==> src/rtl/lsu_align_pkg.sv <==
package lsu_align_pkg;
  typedef enum logic [1:0] {
    SZ_BYTE = 2'b00,
    SZ_HALF = 2'b01,
    SZ_WORD = 2'b10,
    SZ_RSVD = 2'b11
  } acc_size_e;

  // bytes in access minus one
  function automatic int size_m1(acc_size_e sz, int nb);
    case (sz)
      SZ_BYTE: return 0;
      SZ_HALF: return 1;
      default: return nb - 1;
    endcase
  endfunction
endpackage

==> src/rtl/lsu_align_check.sv <==
module lsu_align_check
  import lsu_align_pkg::*;
#(
  parameter int NB = 4,
  localparam int LW = $clog2(NB)
) (
  input  acc_size_e      size_i,
  input  logic [LW-1:0]  off_i,
  output logic           misaligned_o
);
  always_comb begin
    case (size_i)
      SZ_BYTE: misaligned_o = 1'b0;
      SZ_HALF: misaligned_o = off_i[0];
      default: misaligned_o = |off_i;
    endcase
  end
endmodule

==> src/rtl/lsu_lane_map.sv <==
module lsu_lane_map
  import lsu_align_pkg::*;
#(
  parameter int NB = 4,
  localparam int LW = $clog2(NB)
) (
  input  acc_size_e      size_i,
  input  logic [LW-1:0]  off_i,
  input  logic           big_i,
  output logic [LW-1:0]  lane_lo_o,
  output logic [NB-1:0]  be_o
);
  int m1;
  logic [NB-1:0] base_mask;

  always_comb begin
    m1        = size_m1(size_i, NB);
    base_mask = ~({NB{1'b1}} << (m1 + 1));
    // big endian: lowest address lands in highest lane of the field
    if (big_i) lane_lo_o = LW'(NB - 1 - int'(off_i) - m1);
    else       lane_lo_o = off_i;
    be_o = base_mask << lane_lo_o;
  end
endmodule

==> src/rtl/lsu_store_steer.sv <==
module lsu_store_steer
  import lsu_align_pkg::*;
#(
  parameter int NB = 4,
  localparam int DATA_W = NB * 8
) (
  input  acc_size_e          size_i,
  input  logic [DATA_W-1:0]  wdata_i,
  output logic [DATA_W-1:0]  wdata_o
);
  logic [DATA_W-1:0] rep_byte, rep_half;

  genvar g;
  generate
    for (g = 0; g < NB; g++) begin : g_byte
      assign rep_byte[g*8 +: 8] = wdata_i[7:0];
    end
    for (g = 0; g < NB/2; g++) begin : g_half
      assign rep_half[g*16 +: 16] = wdata_i[15:0];
    end
  endgenerate

  always_comb begin
    case (size_i)
      SZ_BYTE: wdata_o = rep_byte;
      SZ_HALF: wdata_o = rep_half;
      default: wdata_o = wdata_i;
    endcase
  end
endmodule

==> src/rtl/lsu_load_extract.sv <==
module lsu_load_extract
  import lsu_align_pkg::*;
#(
  parameter int NB = 4,
  localparam int LW = $clog2(NB),
  localparam int DATA_W = NB * 8
) (
  input  logic [DATA_W-1:0]  rdata_i,
  input  logic [LW-1:0]      lane_lo_i,
  input  acc_size_e          size_i,
  input  logic               uns_i,
  output logic [DATA_W-1:0]  data_o
);
  logic [DATA_W-1:0] shifted;

  always_comb begin
    shifted = rdata_i >> {lane_lo_i, 3'b000};
    case (size_i)
      SZ_BYTE: data_o = {{(DATA_W-8){~uns_i & shifted[7]}}, shifted[7:0]};
      SZ_HALF: data_o = {{(DATA_W-16){~uns_i & shifted[15]}}, shifted[15:0]};
      default: data_o = shifted;
    endcase
  end
endmodule

==> src/rtl/mem_lane_align.sv <==
module mem_lane_align
  import lsu_align_pkg::*;
#(
  parameter int ADDR_W = 32
) (
  input  logic              clk_i,
  input  logic              rst_ni,
  input  logic              big_endian_i,
  input  logic              req_i,
  input  logic              we_i,
  input  logic [1:0]        size_i,
  input  logic              unsigned_i,
  input  logic [ADDR_W-1:0] addr_i,
  input  logic [31:0]       wdata_i,
  output logic [ADDR_W-1:0] mem_addr_o,
  output logic              mem_we_o,
  output logic              mem_re_o,
  output logic [3:0]        mem_be_o,
  output logic [31:0]       mem_wdata_o,
  input  logic [31:0]       mem_rdata_i,
  output logic              load_valid_o,
  output logic [31:0]       load_data_o,
  output logic              misalign_o,
  output logic [ADDR_W-1:0] fault_addr_o
);
  localparam int NB = 4;
  localparam int LW = $clog2(NB);

  acc_size_e      size_w;
  logic [LW-1:0]  off_w, lane_lo_w;
  logic [NB-1:0]  be_w;
  logic           mis_w, acc_ok;

  logic           in_rst_q, big_q;
  logic           misalign_q;
  logic [ADDR_W-1:0] fault_q;
  logic           ld_pend_q, ld_uns_q;
  logic [LW-1:0]  ld_lane_q;
  acc_size_e      ld_size_q;

  assign size_w = acc_size_e'(size_i);
  assign off_w  = addr_i[LW-1:0];

  lsu_align_check #(.NB(NB)) u_check (
    .size_i(size_w), .off_i(off_w), .misaligned_o(mis_w)
  );

  lsu_lane_map #(.NB(NB)) u_map (
    .size_i(size_w), .off_i(off_w), .big_i(big_q),
    .lane_lo_o(lane_lo_w), .be_o(be_w)
  );

  lsu_store_steer #(.NB(NB)) u_steer (
    .size_i(size_w), .wdata_i(wdata_i), .wdata_o(mem_wdata_o)
  );

  lsu_load_extract #(.NB(NB)) u_extract (
    .rdata_i(mem_rdata_i), .lane_lo_i(ld_lane_q), .size_i(ld_size_q),
    .uns_i(ld_uns_q), .data_o(load_data_o)
  );

  assign acc_ok     = req_i & ~mis_w;
  assign mem_we_o   = acc_ok & we_i;
  assign mem_re_o   = acc_ok & ~we_i;
  assign mem_be_o   = acc_ok ? be_w : '0;
  assign mem_addr_o = {addr_i[ADDR_W-1:LW], {LW{1'b0}}};

  // byte-order strap: captured once, on the first edge out of reset
  always_ff @(posedge clk_i or negedge rst_ni) begin
    if (!rst_ni) begin
      in_rst_q <= 1'b1;
      big_q    <= 1'b0;
    end else begin
      in_rst_q <= 1'b0;
      if (in_rst_q) big_q <= big_endian_i;
    end
  end

  always_ff @(posedge clk_i or negedge rst_ni) begin
    if (!rst_ni) begin
      misalign_q <= 1'b0;
      fault_q    <= '0;
      ld_pend_q  <= 1'b0;
      ld_lane_q  <= '0;
      ld_size_q  <= SZ_BYTE;
      ld_uns_q   <= 1'b0;
    end else begin
      misalign_q <= req_i & mis_w;
      if (req_i && mis_w) fault_q <= addr_i;
      ld_pend_q <= mem_re_o;
      if (mem_re_o) begin
        ld_lane_q <= lane_lo_w;
        ld_size_q <= size_w;
        ld_uns_q  <= unsigned_i;
      end
    end
  end

  assign misalign_o   = misalign_q;
  assign fault_addr_o = fault_q;
  assign load_valid_o = ld_pend_q;

  assert_endian_frozen_R2: assert property (@(posedge clk_i) disable iff (!rst_ni)
    !in_rst_q |=> $stable(big_q));

  assert_lane_count_R5: assert property (@(posedge clk_i) disable iff (!rst_ni)
    mem_we_o |-> $countones(mem_be_o) ==
      (size_i == 2'b00 ? 1 : (size_i == 2'b01 ? 2 : NB)));

  assert_load_follows_R6: assert property (@(posedge clk_i) disable iff (!rst_ni)
    mem_re_o |=> load_valid_o);

  assert_no_mem_on_trap_R8: assert property (@(posedge clk_i) disable iff (!rst_ni)
    (req_i && mis_w) |-> (!mem_we_o && !mem_re_o && mem_be_o == '0));

  assert_trap_pulse_R8: assert property (@(posedge clk_i) disable iff (!rst_ni)
    (req_i && mis_w) |=> misalign_o);

  assert_fault_hold_R8: assert property (@(posedge clk_i) disable iff (!rst_ni)
    !(req_i && mis_w) |=> $stable(fault_addr_o));

  assert_word_align_R7: assert property (@(posedge clk_i) disable iff (!rst_ni)
    (req_i && size_i[1] && addr_i[1:0] != 2'b00) |=> misalign_o);
endmodule

==> config.mk <==
export PLATFORM = sky130hd
export DESIGN_NAME = mem_lane_align
export DESIGN_NICKNAME = d
export VERILOG_FILES = /design/src/rtl/lsu_align_pkg.sv /design/src/rtl/lsu_align_check.sv /design/src/rtl/lsu_lane_map.sv /design/src/rtl/lsu_store_steer.sv /design/src/rtl/lsu_load_extract.sv /design/src/rtl/mem_lane_align.sv
export SDC_FILE = /design/constraint.sdc
export NUM_CORES = 1
export LEC_CHECK = 0
export ABC_AREA = 1
export CAP_MARGIN = 20
export CORE_AREA = 2 2 94 96
export DETAILED_ROUTE_END_ITERATION = 8
export DIE_AREA = 0 0 96 98
export DONT_BUFFER_PORTS = 1
export PLACE_DENSITY = 0.51
export SLEW_MARGIN = 30
export SYNTH_ARGS = -nofsm -noshare
export SYNTH_HDL_FRONTEND = slang
export SYNTH_SLANG_ARGS = --single-unit
==> constraint.sdc <==
create_clock -name clk_i -period 2.2 [get_ports clk_i]
set_clock_uncertainty 0.1 [all_clocks]
set_input_delay 0.55 -clock clk_i [delete_from_list [all_inputs] [get_ports clk_i]]
set_output_delay 0.55 -clock clk_i [all_outputs]
set_load 0.005 [all_outputs]
Word-level counts from Yosys, hierarchy flattened
Cells that the tools add are included.

word-level totals
  register bits after elaboration = 41
  latch bits = 0
  bits in writable memories = 0
  memory bits (read-only) = 0
  input bits = 104
  output and inout bits = 136
  word-level logic and storage cells = 36
  memories kept = 0

cells by class
  $add $sub $neg = 3
  multiply operators = 0
  divide/modulo/power cells = 0
  $lt $le $gt $ge = 0
  equality and inequality tests = 2
  shift-type cells = 3
  mux-type cells = 6
  bitwise operators = 10
  reduce and logical (&&, ||, !) cells = 4

operators with widths
  operator                count
  $pmux W32 S2            2
  $shl A4 B32 Y4 const A  1
  $shr A32 B5 Y32         1
  $and A1 B1 Y1           6
  $eq A2 B1 Y1 const B    2
  $logic_not A2 Y1        2
  $mux W4                 1
  $not A4 Y4              1
  $pmux W2 S2             1
  $shl A4 B2 Y4           1
  $add A2 B1 Y3 const B   1
  $not A1 Y1              3
  $mux W2                 1
  $pmux W1 S2             1
  $reduce_or A2 Y1        1
  $sub A2 B2 Y2           1
  $sub A2 B2 Y2 const A   1
  $logic_and A1 B1 Y1     1

Logic depth before layout (Yosys ltp)
  depth after elaboration = 7
  depth in mapped cells = 12
  depth with buffers taken out = 11

Modules after synthesis
From an unflattened synthesis, not the netlist that was laid out.

unflattened totals
  cells, all modules = 507
  area total of the unflattened synthesis = 3412.0 um^2

modules (own cells, without submodules)
  module            times used  cells an instance  area an instance (um^2)  sequential area each (um^2)
  mem_lane_align    1           211                1909.3                   1027.2
  lsu_load_extract  1           174                903.4                    0.0
  lsu_store_steer   1           87                 434.2                    0.0
  lsu_lane_map      1           31                 148.9                    0.0
  lsu_align_check   1           4                  16.3                     0.0

Worst setup path after synthesis
Ideal clock, no wire load.

  path type = input-to-output
  start = input size_i[1]
  end = output mem_be_o[3]
  data arrival time = 1.563 ns
  data required time = 1.550 ns
  setup slack = -0.013 ns
  cell stages on the path = 11
  path buffers = 1
  cells stage by stage = buf_6 > inv_2 > nand2_1 > ha_1 > nand2_1 > o21ai_0 > inv_1 > nor2_1 > nor2_1 > o21ai_1 > inv_1

on the way
  cells in the longest elaborated chain, start to end = 7
  elaborated cells between the ends (all ways) = 13
  classes of those cells = 2 x add/sub; 1 x eq/ne; 2 x shift; 4 x mux; 3 x bitwise; 1 x reduce/logical

RTL lines
  what                                                     line                                        text
  from (decl)                                              mem_lane_align.sv:11                        input logic [1:0] size_i,
  $eq A2 B1 Y1 / $logic_not A2 Y1 (equally long branches)  lsu_align_pkg.sv:11, lsu_align_check.sv:12
  $pmux W2 S2                                              lsu_align_pkg.sv:11                         case (sz)
  $add A2 B1 Y3                                            lsu_lane_map.sv:18                          base_mask = ~({NB{1'b1}} << (m1 + 1));
  $shl A4 B32 Y4                                           lsu_lane_map.sv:18
  $not A4 Y4                                               lsu_lane_map.sv:18
  $shl A4 B2 Y4                                            lsu_lane_map.sv:22                          be_o = base_mask << lane_lo_o;
  $mux W4 *                                                mem_lane_align.sv:65                        assign mem_be_o = acc_ok ? be_w : '0;
  to (decl)                                                mem_lane_align.sv:18                        output logic [3:0] mem_be_o,

Mark *: on every way between the ends. The rest lies on a longest branch, timed or not.

Final worst setup path
  start = register ld_lane_q[0]
  end = output load_data_o[19]

on the way
  cells in the longest elaborated chain, start to end = 3
  elaborated cells between the ends (all ways) = 4
  classes of those cells = 1 x shift; 1 x mux; 2 x bitwise

RTL lines
  what                                     line                                            text
  from (decl)                              mem_lane_align.sv:38                            logic [LW-1:0] ld_lane_q;
  from (signal assigned)                   mem_lane_align.sv:92                            ld_lane_q <= lane_lo_w;
  $shr A32 B5 Y32 *                        lsu_load_extract.sv:17                          shifted = rdata_i >> {lane_lo_i, 3'b000};
  $and A1 B1 Y1, on equally long branches  lsu_load_extract.sv:20, lsu_load_extract.sv:19
  $pmux W32 S2 *                           lsu_load_extract.sv:18                          case (size_i)
  to (decl)                                mem_lane_align.sv:22                            output logic [31:0] load_data_o,

Marked as above.

==> key figures <==
Floorplan
  – Top Ports: 240
  – Placeable Area: 8466 um^2
  – Initial core utilization: 0.3671
  – Die height: 98 um
  – Cell Rows: 34
  – Die width: 96 um
  – Die Area: 9408 um^2

Cells and area
  – Commonest non-fill, non-tap cell in the layout: nand2_1
  – Number of nets in the layout: 541
  – Final non-filler cell total: 545
  – Antenna diodes: 0
  – Area growth from synthesis to layout: 5.556%
  – Share of cells above drive strength 1: 0.1968
  – Leading cell types in the layout, fill and taps excluded: nand2_1, dfrtp_1, nand3_1, inv_1

Clock tree
  – Clk sink count: 41
  – Clock Tree Root: clkbuf_8
  – CTS max path bufs: 2
  – Skew-Pair Late Insertion Delay: 0.28 ns
  – Clk slew on worst S/H paths: 0.08 ns
  – CTS Buf Count: 5
  – TritonCTS clock tree: built
  – # H-tree levels: 2

GRT
  – First-pass GRT wire length: 12410 um
  – Total track usage: 0.1639
  – Initial antenna violation count: 0
  – Grt total ovfl: 0
  – Largest net degree at the start of global routing: 42
  – Vias in the first global route: 2590

Power
  – P_int: 1.522 mW
  – Seq pwr share: 0.381
  – Power Dens Cells: 785.3 nW/um^2
  – Switch share: 0.4091
  – Pleak: 1.748 nW
  – Combinational Power Share: 0.435
  – Power share of the clock group: 0.185
  – Switching Power: 1.054 mW
  – Max rail drop VDD: 492.1 uV

Synth
  – Gate Count Post-Synth: 467
  – Syn avg cell area: 6.655 um^2
  – Post-Syn Area: 3108 um^2
  – YS warnings: 0
  – Cell variety after synth: 30
  – Post-synthesis sequential area ratio: 0.3305
  – Synthesized flop and latch total: 41

Route
  – DR WL/cell: 15.60 um
  – Initial DRC count: 96
  – Routed Wire Length: 8500 um
  – DRC: 0
  – Via count: 2802
  – Via-to-Cell Ratio: 5.141
  – Post-route ant nets: 0
  – TritonRoute pass-1 iters: 4

Job
  – Max-Cap Viols: 0

Setup path
  – Critical-path cell list: inv_6, nand2_1, nand3_1, o21a_4, nand2_8, nand3_2
  – CP Data Required Time: 1.55 ns
  – Crit-path max cell delay: 0.51 ns
  – CP endpoint kind: primary output
  – WP data arrival: 1.53 ns
  – CP Max Fanout: 12
  – Critical path's slowest cell: dfrtp_2
  – Critical path launch point type: register
  – Setup CP Type: reg2out

Placed design
  – Dpl hpwl: 6249 um
  – Port Buffers: 0
  – Pre-CTS WS: -0.01197 ns
  – GP Congestion: 0.8043
  – Placed Cells: 529

STA
  – Fmax: 458.5 MHz
  – Final Hold Vio Count: 0
  – RSZ-0062 raised after global routing: true
  – Slew Limit Fails: 0
  – Period utilization: 0.9914
  – Min Tclk post-route: 2.181 ns
  – Final setup fails: 0
  – Final worst slack: 0.01891 ns

Min path
  – Hold Crit Class: in2reg

Run status
  – Status: finished clean
## final cells by class
| cell class | instances | area [um^2] |
|---|---|---|
| flip-flops and latches | 41 | 1028 |
| fillers | 948 | 5185 |
| repair buffers | 23 | 234.0 |
| well taps | 108 | 135.1 |
| clock buffers | 6 | 72.57 |
| inverters | 30 | 120.1 |
| clock inverters | 2 | 15.01 |
| multi-input cells | 335 | 1675 |
## path summary, 6_finish.rpt
path                            startpoint          endpoint  slack (ns)  depth (start not counted)
min in group asynchronous           rst_ni  fault_addr_o[14]        0.65                          2
max reg2reg                          big_q      ld_lane_q[0]        0.95                          5
max                           ld_lane_q[0]   load_data_o[19]        0.02                          6
max in group asynchronous           rst_ni          in_rst_q        1.09                          2
min                             addr_i[22]  fault_addr_o[22]        0.27                          2
min reg2reg                fault_addr_o[8]   fault_addr_o[8]        0.41                          2
## sequential cells by signal (all words and copies together) (netlist names)
signal	flops
ld_lane_q	2
big_q	1
ld_uns_q	1
load_valid_o	1
fault_addr_o	32
ld_size_q	2
misalign_o	1
in_rst_q	1
## worst max-delay path, delay by kind of cell, from the launching register on
kind | cells | cell delay (ns)
AND/OR/NAND/NOR | 4 | 0.38
buffers and inverters | 1 | 0.13
AO/OA/AOI/OAI | 1 | 0.22
flip-flops | 1 | 0.51
## cell usage after synthesis (all sizes together)
library cell  instances  area share
o211ai               10       0.024
nor3                  2      0.0032
ha                    1      0.0040
inv                  30       0.036
nand3                40       0.068
clkbuf                4      0.0048
nand2               216        0.27
conb                  1      0.0012
o21a                  1      0.0048
a21oi                10       0.016
buf                  60        0.15
a22oi                 4      0.0097
o21ai                26       0.045
or2                   4      0.0081
dfstp                 1      0.0085
dfrtp                40        0.32
nor2                 14       0.020
mux2                  1      0.0036
nand4                 2      0.0060
## layer usage
layer / share of wire / vias up / GRT usage
li1: - / 1368 / -
met1: 0.39 / 1285 / 0.1839
met2: 0.51 / 141 / 0.2986
met3: 0.089 / 8 / 0.04244
met4: 0.011 / 0 / 0.04725
met5: 0 / - / 0
## metrics by stage
stage	instance area, um^2	hold WS [ns]	total power [mW]	util	setup TNS, ns
5_1_grt	3281	0.2552	2.799	0.3875	-1.863
3_5_place_dp	2912	0.1550	1.892	0.3439	-0.01197
4_1_cts	3108	0.2518	2.483	0.3671	0
2_1_floorplan	3118	0.1544	1.748	-	0
3_3_place_gp	2912	0.1553	1.882	0.3439	0
6_report	3281	0.2686	2.576	0.3875	0
## power groups by stage
stage / sequential (mW) / combinational [mW] / clock (mW)
after floorplan: 0.947 / 0.801 / 0
after CTS: 0.976 / 0.996 / 0.511
after global routing: 0.997 / 1.27 / 0.533
after global placement: 0.987 / 0.896 / 0
after detailed placement: 0.982 / 0.910 / 0
final: 0.981 / 1.12 / 0.475
## logic make-up after synthesis
kind of cell	share of synthesized area
other	0.001207
flip-flops	0.3305
buffers and inverters	0.1888
multiplexers	0.003623
adder cells (fa/ha/maj)	0.004025
AO/OA/AOI/OAI	0.1002
AND/OR/NAND/NOR	0.3716
## repair_timing
action | in CTS | in global routing
cloned | 1 | 2
setup endpoints to repair | 29 | 33
setup buffers | 1 | 3
hold buffers | 2 | 0
pin swaps | 0 | 10
hold endpoints to repair | 41 | 0
gates resized for setup | 13 | 39
(Power assumes the default switching activity.)
